==> src/rtl/trc_pkg.sv <==
package trc_pkg;

    // Command field widths shared by the whole trace path
    localparam int TRC_OP_W   = 6;
    localparam int TRC_SRC_W  = 5;
    localparam int TRC_DST_W  = 5;
    localparam int TRC_ADDR_W = 38;

    // Mask widths derived from the code widths: one bit per code
    localparam int TRC_OP_N  = 1 << TRC_OP_W;
    localparam int TRC_SRC_N = 1 << TRC_SRC_W;
    localparam int TRC_DST_N = 1 << TRC_DST_W;

    // Number of matchers: filter, start trigger, stop trigger
    localparam int TRC_NMATCH = 3;

    typedef enum int {
        MT_FILT  = 0,
        MT_START = 1,
        MT_STOP  = 2
    } trc_matcher_e;

    typedef struct packed {
        logic [TRC_OP_W-1:0]   op;
        logic [TRC_SRC_W-1:0]  src;
        logic [TRC_DST_W-1:0]  dst;
        logic [TRC_ADDR_W-1:0] addr;
    } trc_cmd_t;

    typedef struct packed {
        logic [TRC_OP_N-1:0]   op_mask;
        logic [TRC_SRC_N-1:0]  src_mask;
        logic [TRC_DST_N-1:0]  dst_mask;
        logic [TRC_ADDR_W-1:0] addr_val;
        logic [TRC_ADDR_W-1:0] addr_mask;
    } trc_match_cfg_t;

    typedef struct packed {
        logic filt;
        logic start;
        logic stop;
    } trc_hits_t;

    // Masked address equality: only bits set in the mask take part
    function automatic logic trc_addr_eq(
        input logic [TRC_ADDR_W-1:0] a,
        input logic [TRC_ADDR_W-1:0] v,
        input logic [TRC_ADDR_W-1:0] m
    );
        return ((a ^ v) & m) == '0;
    endfunction

    // Select the bit of a one-hot style mask addressed by a code
    function automatic logic trc_bit_sel_op(
        input logic [TRC_OP_N-1:0] mask,
        input logic [TRC_OP_W-1:0] code
    );
        return mask[code];
    endfunction

endpackage

==> src/rtl/trc_field_match.sv <==
module trc_field_match
    import trc_pkg::*;
(
    input  trc_cmd_t       cmd,
    input  trc_match_cfg_t cfg,
    output logic           hit
);

    logic op_ok;
    logic src_ok;
    logic dst_ok;
    logic addr_ok;

    always_comb begin
        op_ok   = trc_bit_sel_op(cfg.op_mask, cmd.op);
        src_ok  = cfg.src_mask[cmd.src];
        dst_ok  = cfg.dst_mask[cmd.dst];
        addr_ok = trc_addr_eq(cmd.addr, cfg.addr_val, cfg.addr_mask);
    end

    assign hit = op_ok & src_ok & dst_ok & addr_ok;

endmodule

==> src/rtl/trc_window.sv <==
module trc_window
    import trc_pkg::*;
(
    input  logic      clk,
    input  logic      rst,
    input  logic      trc_en,
    input  logic      trig_en,
    input  trc_hits_t hits,     // already qualified by command legality
    output logic      win_eff,  // window seen by the current command
    output logic      win_q     // window state after the last command
);

    logic open_q;

    // The start command is inside the window it opens
    assign win_eff = open_q | hits.start;

    always_ff @(posedge clk) begin
        if (rst || !trc_en || !trig_en) begin
            open_q <= 1'b0;
        end else if (hits.stop && win_eff) begin
            open_q <= 1'b0;
        end else if (hits.start) begin
            open_q <= 1'b1;
        end
    end

    assign win_q = open_q;

endmodule

==> src/rtl/trc_fill.sv <==
module trc_fill #(
    parameter int DEPTH = 1024
) (
    input  logic clk,
    input  logic rst,
    input  logic trc_en,
    input  logic wrap_en,
    input  logic cap,
    output logic room
);

    localparam int CNT_W = $clog2(DEPTH + 1);
    localparam logic [CNT_W-1:0] CNT_MAX = CNT_W'(DEPTH);

    logic [CNT_W-1:0] cnt_q;
    logic             full;

    assign full = (cnt_q == CNT_MAX);

    // Count saturates at DEPTH: once filled, only wrap mode permits more
    always_ff @(posedge clk) begin
        if (rst || !trc_en) begin
            cnt_q <= '0;
        end else if (cap && !full) begin
            cnt_q <= cnt_q + 1'b1;
        end
    end

    assign room = wrap_en | ~full;

endmodule

==> src/rtl/trc_capture_gate.sv <==
module trc_capture_gate
    import trc_pkg::*;
#(
    parameter int DEPTH   = 1024,
    parameter int IDLE_OP = 0,
    parameter int RESP_OP = 1
) (
    input  logic                  clk,
    input  logic                  rst,
    input  logic                  trc_en,
    input  logic                  trig_en,
    input  logic                  wrap_en,
    input  logic                  cmd_vld,
    input  logic [TRC_OP_W-1:0]   cmd_op,
    input  logic [TRC_SRC_W-1:0]  cmd_src,
    input  logic [TRC_DST_W-1:0]  cmd_dst,
    input  logic [TRC_ADDR_W-1:0] cmd_addr,
    input  logic [TRC_OP_N-1:0]   flt_op_mask,
    input  logic [TRC_SRC_N-1:0]  flt_src_mask,
    input  logic [TRC_DST_N-1:0]  flt_dst_mask,
    input  logic [TRC_ADDR_W-1:0] flt_addr,
    input  logic [TRC_ADDR_W-1:0] flt_addr_mask,
    input  logic [TRC_OP_N-1:0]   str_op_mask,
    input  logic [TRC_SRC_N-1:0]  str_src_mask,
    input  logic [TRC_DST_N-1:0]  str_dst_mask,
    input  logic [TRC_ADDR_W-1:0] str_addr,
    input  logic [TRC_ADDR_W-1:0] str_addr_mask,
    input  logic [TRC_OP_N-1:0]   stp_op_mask,
    input  logic [TRC_SRC_N-1:0]  stp_src_mask,
    input  logic [TRC_DST_N-1:0]  stp_dst_mask,
    input  logic [TRC_ADDR_W-1:0] stp_addr,
    input  logic [TRC_ADDR_W-1:0] stp_addr_mask,
    output logic                  cap_o,
    output logic                  win_o
);

    localparam logic [TRC_OP_W-1:0] OP_IDLE = TRC_OP_W'(IDLE_OP);
    localparam logic [TRC_OP_W-1:0] OP_RESP = TRC_OP_W'(RESP_OP);

    trc_cmd_t                  cmd;
    trc_match_cfg_t            cfg [TRC_NMATCH];
    logic [TRC_NMATCH-1:0]     raw_hit;
    trc_hits_t                 hits;
    logic                      legal;
    logic                      win_eff;
    logic                      win_q;
    logic                      room;
    logic                      want;
    logic                      cap_d;
    logic                      cap_q;

    assign cmd = '{op: cmd_op, src: cmd_src, dst: cmd_dst, addr: cmd_addr};

    assign cfg[MT_FILT]  = '{op_mask: flt_op_mask, src_mask: flt_src_mask,
                             dst_mask: flt_dst_mask, addr_val: flt_addr,
                             addr_mask: flt_addr_mask};
    assign cfg[MT_START] = '{op_mask: str_op_mask, src_mask: str_src_mask,
                             dst_mask: str_dst_mask, addr_val: str_addr,
                             addr_mask: str_addr_mask};
    assign cfg[MT_STOP]  = '{op_mask: stp_op_mask, src_mask: stp_src_mask,
                             dst_mask: stp_dst_mask, addr_val: stp_addr,
                             addr_mask: stp_addr_mask};

    // One identical matcher per configuration set
    for (genvar g = 0; g < TRC_NMATCH; g++) begin : g_match
        trc_field_match u_match (
            .cmd (cmd),
            .cfg (cfg[g]),
            .hit (raw_hit[g])
        );
    end

    // Reserved idle/response opcodes never match anything
    assign legal = cmd_vld && (cmd_op != OP_IDLE) && (cmd_op != OP_RESP);

    always_comb begin
        hits.filt  = legal & raw_hit[MT_FILT];
        hits.start = legal & raw_hit[MT_START];
        hits.stop  = legal & raw_hit[MT_STOP];
    end

    trc_window u_window (
        .clk     (clk),
        .rst     (rst),
        .trc_en  (trc_en),
        .trig_en (trig_en),
        .hits    (hits),
        .win_eff (win_eff),
        .win_q   (win_q)
    );

    always_comb begin
        if (trig_en) begin
            want = win_eff & (hits.filt | hits.start | hits.stop);
        end else begin
            want = hits.filt;
        end
        cap_d = trc_en & want & room;
    end

    trc_fill #(
        .DEPTH (DEPTH)
    ) u_fill (
        .clk     (clk),
        .rst     (rst),
        .trc_en  (trc_en),
        .wrap_en (wrap_en),
        .cap     (cap_d),
        .room    (room)
    );

    always_ff @(posedge clk) begin
        if (rst) begin
            cap_q <= 1'b0;
        end else begin
            cap_q <= cap_d;
        end
    end

    assign cap_o = cap_q;
    assign win_o = win_q;

endmodule

==> config.mk <==
export PLATFORM = sky130hd
export DESIGN_NAME = trc_capture_gate
export DESIGN_NICKNAME = d
export VERILOG_FILES = /design/src/rtl/trc_pkg.sv /design/src/rtl/trc_field_match.sv /design/src/rtl/trc_window.sv /design/src/rtl/trc_fill.sv /design/src/rtl/trc_capture_gate.sv
export SDC_FILE = /design/constraint.sdc
export NUM_CORES = 1
export LEC_CHECK = 0
export BUFFER_PORTS_ARGS = -buffer_cell sky130_fd_sc_hd__buf_2
export CORE_AREA = 8 8 252 254
export CTS_CLUSTER_SIZE = 8
export DETAILED_ROUTE_END_ITERATION = 7
export DIE_AREA = 0 0 260 262
export GPL_TIMING_DRIVEN = 0
export PLACE_DENSITY = 0.33
export SLEW_MARGIN = 10
export SYNTH_ARGS = -nofsm -noshare
export SYNTH_HDL_FRONTEND = slang
export SYNTH_HIERARCHICAL = 1
export SYNTH_SLANG_ARGS = --single-unit
==> constraint.sdc <==
create_clock -name clk -period 11.3 [get_ports clk]
set_clock_uncertainty 0.05 [all_clocks]
set_input_delay 2.26 -clock clk [delete_from_list [all_inputs] [get_ports clk]]
set_output_delay 2.26 -clock clk [all_outputs]
set_load 0.02 [all_outputs]
# [Word-level counts from Yosys, hierarchy flattened]
# Cells that the tools add are included.
[totals] wordCells=68 inputBits=672 output_inout_bits=2 reg_bits=13
[op_classes] eq_ne=2 addsub=1 n_bitwise=26 n_reduce_logical=14 n_mux=19 n_lt_le_gt_ge=3
[ops] op="$and A38 B38 Y38" n=3
[ops] op="$logic_not A38 Y1" n=3
[ops] op="$xor A38 B38 Y38" n=3
[ops] op="$bmux W1 S5" n=6
[ops] op="$bmux W1 S6" n=3
[ops] op="$and A1 B1 Y1" n=15
[ops] op="$lt A5 B6 Y1 const B" n=2
[ops] op="$add A11 B1 Y11 const B" n=1
[ops] op="$eq A11 B11 Y1 const B" n=1
[ops] op="$mux W1" n=10
[ops] op="$lt A6 B7 Y1 const B" n=1
[ops] op="$ne A6 B1 Y1 const B" n=1
[ops] op="$reduce_bool A6 Y1" n=1
[ops] op="$logic_and A1 B1 Y1" n=4
[ops] op="$or A1 B1 Y1" n=4
[ops] op="$logic_not A1 Y1" n=3
[ops] op="$logic_or A1 B1 Y1" n=2
[ops] op="$reduce_or A2 Y1" n=1
[ops] op="$not A1 Y1" n=1

# [Depth between registers and ports, before layout]
[depth] ltp_word=13 ltp_mapped=16 mapped_depth_nobuf=14

# [Cells and area by module]
# The synthesis kept the hierarchy.
[by_module_without_submodules] mod="trc_field_match" instances=3 area_each_um2=1601.5 seq_area_each_um2=0.0 cells_each=146
[by_module_without_submodules] mod="trc_fill" instances=1 area_each_um2=659.4 seq_area_each_um2=220.2 cells_each=75
[by_module_without_submodules] mod="trc_capture_gate" instances=1 area_each_um2=96.3 seq_area_each_um2=20.0 cells_each=15
[by_module_without_submodules] mod="trc_window" instances=1 area_each_um2=45.0 seq_area_each_um2=20.0 cells_each=4

# [Worst setup path after synthesis]
# No wires, ideal clock.
[synth_path] kind="input to register" from="input port cmd_dst[1]" to="register u_fill.cnt_q[9]" cell_stages=16 path_slack_ns=6.031 required_time_ns=11.180 n_path_buf=2 setup_ns=0.070 arrival_ns=5.149 path_cell_list="buf_6 mux2i_1 mux4_2 nand3b_1 nand4_1 a311o_1 nor4_1 inv_1 nor2_1 or2_1 o211ai_1 nor3_1 buf_4 nand4_2 or4_1 a21oi_1"
[synth_lines] element="from (decl)" line_no="trc_capture_gate.sv:16" text="input logic [TRC_DST_W-1:0] cmd_dst,"
[synth_lines] element="to (signal assigned)" line_no="trc_fill.sv:25" text="cnt_q <= cnt_q + 1'b1;"
[synth_lines] element="to (decl)" line_no="trc_fill.sv:15" text="logic [CNT_W-1:0] cnt_q;"

==> results.toml <==
[worst_hold_path]
hold_path_depth = 2
hp-class = "reg -> reg"

[final_layout]
design_area_sq_um = 10010
final_common_cell = "buf_2"
layout.nets = 1876
final_cell_mix = "buf_2, xor2_1, mux4_2"
syn2layout_area_growth_pct = 78.74
drive_gt1_share_pct = 65.28

[job]
maxCapViolations = 0

[timing]
worst_pin_slew_ns = 0.7575
max_clock_freq_mhz = 167.3
finalSetupViolCount = 0
period_needed_ns = 5.978
tns_ns = 0
post-route-period-util_pct = 52.90
relSlewSlack_pct = 49.50
finalHoldViolCount = 0
rsz0062_at_grt = "no"
maxSlewViolCount = 0

[power]
leakagePower_nw = 4.730
comb_power_share_pct = 74.5
switchingPower_uw = 166.0
pwr-share-seq_pct = 10.3
max-vdd-ir-drop_uv = 36.36
clkPwrFrac_pct = 15.2
swShare_pct = 37.23
power_density_nw_per_um2 = 44.58
p_int_uw = 280.0

[floorplan]
die_y_um = 262
io_pins = 674
start_util_pct = 9.397
core_area_sq_um = 59570
fp.dieArea_sq_um = 68120
die_w_um = 260
rows = 90

[cts]
cts_tree = "done"
clk_pin_slew_worst_paths_ns = 0.05
cts.sinks = 13
htreeDepth = 1
post-cts-setup-buffers = 0
clockRootBuffer = "clkbuf_16"
holdBufCountCts = 0
post_cts_resized = 0
clk_path_buf_depth = 2
clk-insertion-delay-late_ns = 0.24
numCtsBuffers = 3

[worst_setup_path]
rrSetupSlack_ns = 8.70
cp_slowest_cell = "or4_1"
start_kind = "primary input"
critPathKind = "in -> reg"
crit_chain = "buf_2 -> xor2_1 -> a22o_1 -> a221oi_1 -> nand4_1 -> or4_1 -> nor4_1 -> inv_1 -> nor2_1 -> or2_1 -> o211ai_1 -> nor3_1 -> buf_4 -> nand4_2 -> or4_1 -> a21oi_1"
path_delay_family = "simple AND/OR/NAND/NOR gates"
worst_r2r_path_depth = 11
crit_buf_inv = 3
end_kind = "flip-flop"
path_common_cell = "or4_1"
cp.required_ns = 11.42
crit_fanout = 10
worstPathArrival_ns = 6.10
max_stage_delay_ns = 0.69
cp.depth = 16

[global_routing]
track_usage_pct = 12.12
antenna_found_initial = 20
grt_pass1_vias = 8621
grt_overflow_total = 0
grtUsageMet3_pct = 4.377
top_usage_layer = "met2"
use_met1_pct = 14.34
grt_max_degree = 23
grt_util_met2_pct = 21.36
grt_pass1_wl_um = 60640

[route]
drc = 0
wirelength_um = 44790
vias_per_cell = 3.834
routedWlPerCell_um = 22.53
drt-initial-drc-count = 298
antenna_left = 0
dr.pass1.iters = 4
vias = 7621

[placed_design]
placed_area_sq_um = 9915
placement.io_buffers = 667
post-dp-hpwl_um = 42140
globalplace.congestion = 0.8478

[synthesis]
yosys_warnings = 6
syn_avg_cell_area_sq_um = 10.56
synth_nets = 1204
syn-cell-area_sq_um = 5598
syn_inst = 530

[outcome]
status = "completed"
worst paths after layout:
path / from / endpoint
worst max-delay path: cmd_addr[31] / u_fill/cnt_q[9]$_SDFFE_PP0P_
worst min-delay path: u_fill/cnt_q[10]$_SDFFE_PP0P_ / u_fill/cnt_q[10]$_SDFFE_PP0P_
worst max register to register: u_fill/cnt_q[0]$_SDFFE_PP0P_ / u_fill/cnt_q[9]$_SDFFE_PP0P_
worst min register to register: u_fill/cnt_q[10]$_SDFFE_PP0P_ / u_fill/cnt_q[10]$_SDFFE_PP0P_
per-layer routing:
metal  up-vias  part of all wire (%)
met1      3575                    39
met2       408                    49
met3        40                    10
met5         -                  0.29
li1       3578                     -
met4        20                   1.0
through the flow:
stage	total power [mW]	std cells	util (%)	setup WS, ns	hold WS (ns)
final	0.4461	1988	16.80	5.322	0.4456
after global routing	0.4795	1987	16.79	4.995	0.4703
after CTS	0.4548	1983	16.78	5.194	0.4473
after detailed placement	0.3846	1979	16.64	4.945	0.4375
after global placement	0.3816	1979	16.64	4.931	0.4321
after floorplan	0.1958	530	-	6.031	0.4050
cell type report:
type	instances	area, sq um
Tap cell	782	978.4
Inverter	11	41.29
Clock buffer	4	78.83
Fill cell	6820	49560
Sequential cell	13	260.3
Antenna cell	5	12.51
Multi-Input combinational cell	475	5085
Buffer	31	211.5
Timing Repair Buffer	667	3338
state kept, by name, indices dropped and copies added (netlist names):
name	cells
cap_o	1
u_fill/cnt_q	11
u_window/win_q	1
power by group through the flow:
stage	clock network, mW	registers, mW	logic (mW)
after floorplan	0	0.0468	0.149
after global placement	0	0.0468	0.335
after detailed placement	0	0.0468	0.338
after CTS	0.0699	0.0459	0.339
after global routing	0.0727	0.0459	0.361
final	0.0678	0.0460	0.332
worst register-to-register path, cell delays in order (launching register included):
cell      delay, ns
dfxtp_1        0.44
inv_1          0.07
ha_1           0.21
nor2b_1        0.15
nand2_1        0.13
or3_1          0.13
o211ai_1       0.09
nor3_1         0.15
buf_4          0.20
nand4_2        0.22
or4_1          0.55
a21oi_1        0.14
Power figures use the tool's default switching activity.
